--- config.mk ---
export PLATFORM = sky130hd
export DESIGN_NAME = uart_brk_tx
export DESIGN_NICKNAME = d
export VERILOG_FILES = /design/src/rtl/uart_brk_tx.sv
export SDC_FILE = /design/constraint.sdc
export NUM_CORES = 1
export LEC_CHECK = 0
export CORE_MARGIN = 8
export CORE_UTILIZATION = 54
export CTS_CLUSTER_SIZE = 20
export DETAILED_ROUTE_END_ITERATION = 8
export PLACE_DENSITY = 0.78
export SYNTH_ARGS = -nofsm -noshare
export SYNTH_HDL_FRONTEND = slang
export SYNTH_SLANG_ARGS = --single-unit
--- constraint.sdc ---
create_clock -name clk -period 3.1 [get_ports clk]
set_clock_uncertainty 0.15 [all_clocks]
set_input_delay 0.465 -clock clk [delete_from_list [all_inputs] [get_ports clk]]
set_output_delay 0.465 -clock clk [all_outputs]
set_load 0.01 [all_outputs]
--- src/rtl/uart_brk_tx.sv ---
module uart_brk_tx #(
  parameter int DW          = 9,
  parameter int GUARD_TICKS = 2
) (
  input  logic          clk,
  input  logic          rst_n,
  input  logic          baud_tick,
  input  logic          cfg_nine,
  input  logic          cfg_two_stop,
  input  logic          wr_valid,
  output logic          wr_ready,
  input  logic [DW-1:0] wr_data,
  input  logic          brk_req_set,
  input  logic          brk_req_clr,
  input  logic          brk_hold,
  output logic          brk_req,
  output logic          busy,
  output logic          tx_done,
  output logic          tx
);
  localparam int CW = $clog2(DW + GUARD_TICKS + 1);

  typedef enum logic [2:0] {S_IDLE, S_FRAME, S_STOP, S_HOLD, S_GUARD} st_t;

  st_t           st;
  logic [CW-1:0] cnt;
  logic [DW-1:0] sh, hold_d;
  logic          is_brk, req_q, hold_v, tx_q, done_q;

  logic [CW-1:0] nbits, last_stop;
  logic          in_brk_frame, finishing, launch, wr_fire;

  assign nbits        = cfg_nine ? CW'(DW) : CW'(DW - 1);
  assign last_stop    = CW'(cfg_two_stop);
  assign in_brk_frame = is_brk && (st == S_FRAME || st == S_STOP);
  assign finishing    = baud_tick &&
                        ((st == S_STOP  && cnt == last_stop) ||
                         (st == S_GUARD && cnt == CW'(GUARD_TICKS - 1)));
  assign launch       = !brk_hold && (req_q || hold_v) &&
                        (finishing || (baud_tick && st == S_IDLE));
  assign wr_ready     = !hold_v && !req_q && !brk_hold && !in_brk_frame &&
                        st != S_HOLD && st != S_GUARD;
  assign wr_fire      = wr_valid && wr_ready;

  assign brk_req = req_q;
  assign busy    = st != S_IDLE;
  assign tx_done = done_q;
  assign tx      = tx_q;

  always_ff @(posedge clk) begin
    if (!rst_n) begin
      st     <= S_IDLE;
      cnt    <= '0;
      sh     <= '0;
      hold_d <= '0;
      is_brk <= 1'b0;
      req_q  <= 1'b0;
      hold_v <= 1'b0;
      tx_q   <= 1'b1;
      done_q <= 1'b0;
    end else begin
      done_q <= 1'b0;
      if (wr_fire) begin
        hold_v <= 1'b1;
        hold_d <= wr_data;
      end
      if (brk_req_set && !in_brk_frame) req_q <= 1'b1;
      if (brk_req_clr) req_q <= 1'b0;

      if (brk_hold) begin
        st     <= S_HOLD;
        cnt    <= '0;
        tx_q   <= 1'b0;
        is_brk <= 1'b0;
      end else if (launch) begin
        st     <= S_FRAME;
        cnt    <= '0;
        tx_q   <= 1'b0;
        is_brk <= req_q;
        if (!req_q) begin
          sh     <= hold_d;
          hold_v <= 1'b0;
        end
      end else if (finishing) begin
        st     <= S_IDLE;
        cnt    <= '0;
        tx_q   <= 1'b1;
        done_q <= 1'b1;
      end else begin
        case (st)
          S_HOLD: begin
            st   <= S_GUARD;
            cnt  <= '0;
            tx_q <= 1'b1;
          end
          S_FRAME: if (baud_tick) begin
            if (cnt == nbits) begin
              st   <= S_STOP;
              cnt  <= '0;
              tx_q <= 1'b1;
              if (is_brk) req_q <= 1'b0;
            end else begin
              cnt  <= cnt + 1'b1;
              tx_q <= is_brk ? 1'b0 : sh[0];
              sh   <= sh >> 1;
            end
          end
          S_STOP, S_GUARD: if (baud_tick) cnt <= cnt + 1'b1;
          default: ;
        endcase
      end
    end
  end
endmodule


==> reports/metrics.yaml <==
core_area_um2: 3050
seq_area_frac_synth_pct: 34.5
ir_drop_v: 0.000226
overflow: 0
start_kind: "flop"
period_minus_slack_ns: 2.87
die_height_um: 72.8
required_ns: 2.48
place_ws_ns: 0.263
drive_gt1_share_pct: 9.28
hold_path_class: "flop to flop"
gp_congestion: 0.852
cts_tree: "yes"
io_pins: 23
dr.pass1.iters: 4
stdcell_area_um2: 2050
instances_no_fill: 281
synth_cells: 213
final_net_count: 256
finalWirelength_um: 4450
synth_area_um2: 1740
root_buffer: "clkbuf_4"
postCtsSetupRepairBufs: 0
yosysUniqueCellTypes: 48
grt_use_total_pct: 18.3
powerDensity_nw_per_um2: 433
clk_pin_slew_ns: 0.10
synth_edf_count: 0
cts_hold_buf: 0
hold_ws_ns: 0.324
max_freq_mhz: 348
synth-seq-cells: 30
async_flop_share_pct: 0
synth_top_area_share_pct: 34.5
vias_per_cell: 5.96
tns_ns: 0
finalCoreUtilization_pct: 67.2
cp.arrival_ns: 2.26
grt_max_degree: 20
antenna_cells: 0
synthTopCellsByArea: "dfxtp_1 (35%), nand2_1 (6.5%), mux2i_1 (5.8%)"
finalMaxSlewViolations: 0
antenna_found_initial: 0
fillers: 281
ant_nets: 0
cp-end-kind: "primary output"
start_util_pct: 57.0
setup_slack_ns: 0.229
die_area_um2: 5290
grt_pass1_vias: 1708
ys.flop_type: "dfxtp_1"
hold_viol_final: 0
criticalPathCategory: "flop to primary output"
grt_pass1_wl_um: 7720
drc: 0
cts_resized: 0
rsz0062_at_grt: "false"
port_buffers: 22
place_area_um2: 1990
worst-path-max-fanout: 14
cap_violations: 0
yosysTopAreaCell: "dfxtp_1"
slew_headroom_pct: 59.6
dp_cells: 273
cts_made_buffers: 5
drtIter0Drc: 145
vias: 1674
postSynthAreaPerCell_um2: 8.17
synth_nets: 233
dp_hpwl_um: 3190
h-tree-depth: 2
insertion_delay_ns: 0.34
num_rows: 20
routedWlPerCell_um: 15.8
power.leakage_nw: 0.758
die_w_um: 72.8
syn_to_final_growth_pct: 17.9
yosysWarnings: 0
setup_violations: 0
status: "completed"
post-route-period-util_pct: 92.6
numClockSinks: 30
worstMarginPinSlew_ns: 0.606
clockBufferDepth: 2
finalPower_mw: 0.889
## sequential cells by signal, summed over array words and instances (netlist names)
signal   cells
sh           9
cnt          4
tx           1
is_brk       1
hold_v       1
hold_d       9
brk_req      1
tx_done      1
st           3
## worst max-delay path, stage by stage, from the launching register on
cell	delay, ns
dfxtp_1	0.47
maj3_1	0.42
a2111oi_2	0.42
clkdlybuf4s50_1	0.61
## path summary, 6_finish.rpt
| path | startpoint | cells after the start | slack, ns | endpoint |
|---|---|---|---|---|
| worst max-delay path | st[0] | 3 | 0.23 | wr_ready |
| worst min-delay path | sh[5] | 2 | 0.32 | sh[4] |
| worst max register to register | st[1] | 6 | 0.52 | cnt[0] |
| worst min register to register | sh[5] | 2 | 0.32 | sh[4] |
## synth_stat cells (2+ instances only)
cell type,number
and3_1,2
nor2_1,16
inv_1,15
o221a_1,2
nand4_1,9
nor4_1,2
or4b_4,2
a21oi_1,10
maj3_1,2
a31oi_1,11
clkbuf_1,4
nand2_1,30
mux2i_1,10
nand3_1,13
o2111ai_1,8
o211ai_1,2
or2_1,2
or3b_1,2
dfxtp_1,30
buf_4,5
o21ai_0,2
ha_1,2
and2_1,3
xor2_1,2
buf_2,4
## cell usage in the layout, fill, tap and decap left out, types with 3 or more instances in the layout
cell type | Yosys | routed
nand2_1 | 30 | 30
dfxtp_1 | 30 | 30
clkdlybuf4s50_1 | 0 | 22
nor2_1 | 16 | 16
inv_1 | 15 | 15
nand3_1 | 13 | 13
a31oi_1 | 11 | 11
mux2i_1 | 10 | 10
a21oi_1 | 10 | 10
nand4_1 | 9 | 9
o2111ai_1 | 8 | 8
buf_4 | 5 | 8
clkbuf_4 | 0 | 5
and2_1 | 3 | 3
## logic make-up after synthesis
group                      count (synthesis)  synth area share, %
AOI/OAI and AO/OA                         48                 20.8
xor gates and xnor gates                   3                 1.51
adders and majority gates                  4                 2.59
buffers and inverters                     29                 8.06
DFF                                       30                 34.5
muxes                                     10                 5.76
and+or+nand+nor                           89                 26.8
## where the power goes
group | internal (mW) | total [mW] | switching (mW)
Clock | 0.110 | 0.253 | 0.143
Combinational | 0.0969 | 0.209 | 0.113
Sequential | 0.405 | 0.427 | 0.0219
Total | 0.611 | 0.889 | 0.277
## layout make-up
cell class              instances  area (um^2)  area share, %
clock buffers                   7         55.1           2.68
multi-input cells             154          998           48.7
clock inverters                 1         5.00          0.244
well taps                      44         55.1           2.68
repair buffers                 30          280           13.7
inverters                      15         56.3           2.75
flip-flops and latches         30          601           29.3
## routing by layer
layer | track usage (%) | share of wire (%)
met4 | 7.33 | 1.7
met1 | 21.3 | 43
met2 | 30.8 | 49
met5 | 0 | 0
met3 | 4.95 | 6.0
Note: power is estimated with default switching activity, not from simulation.
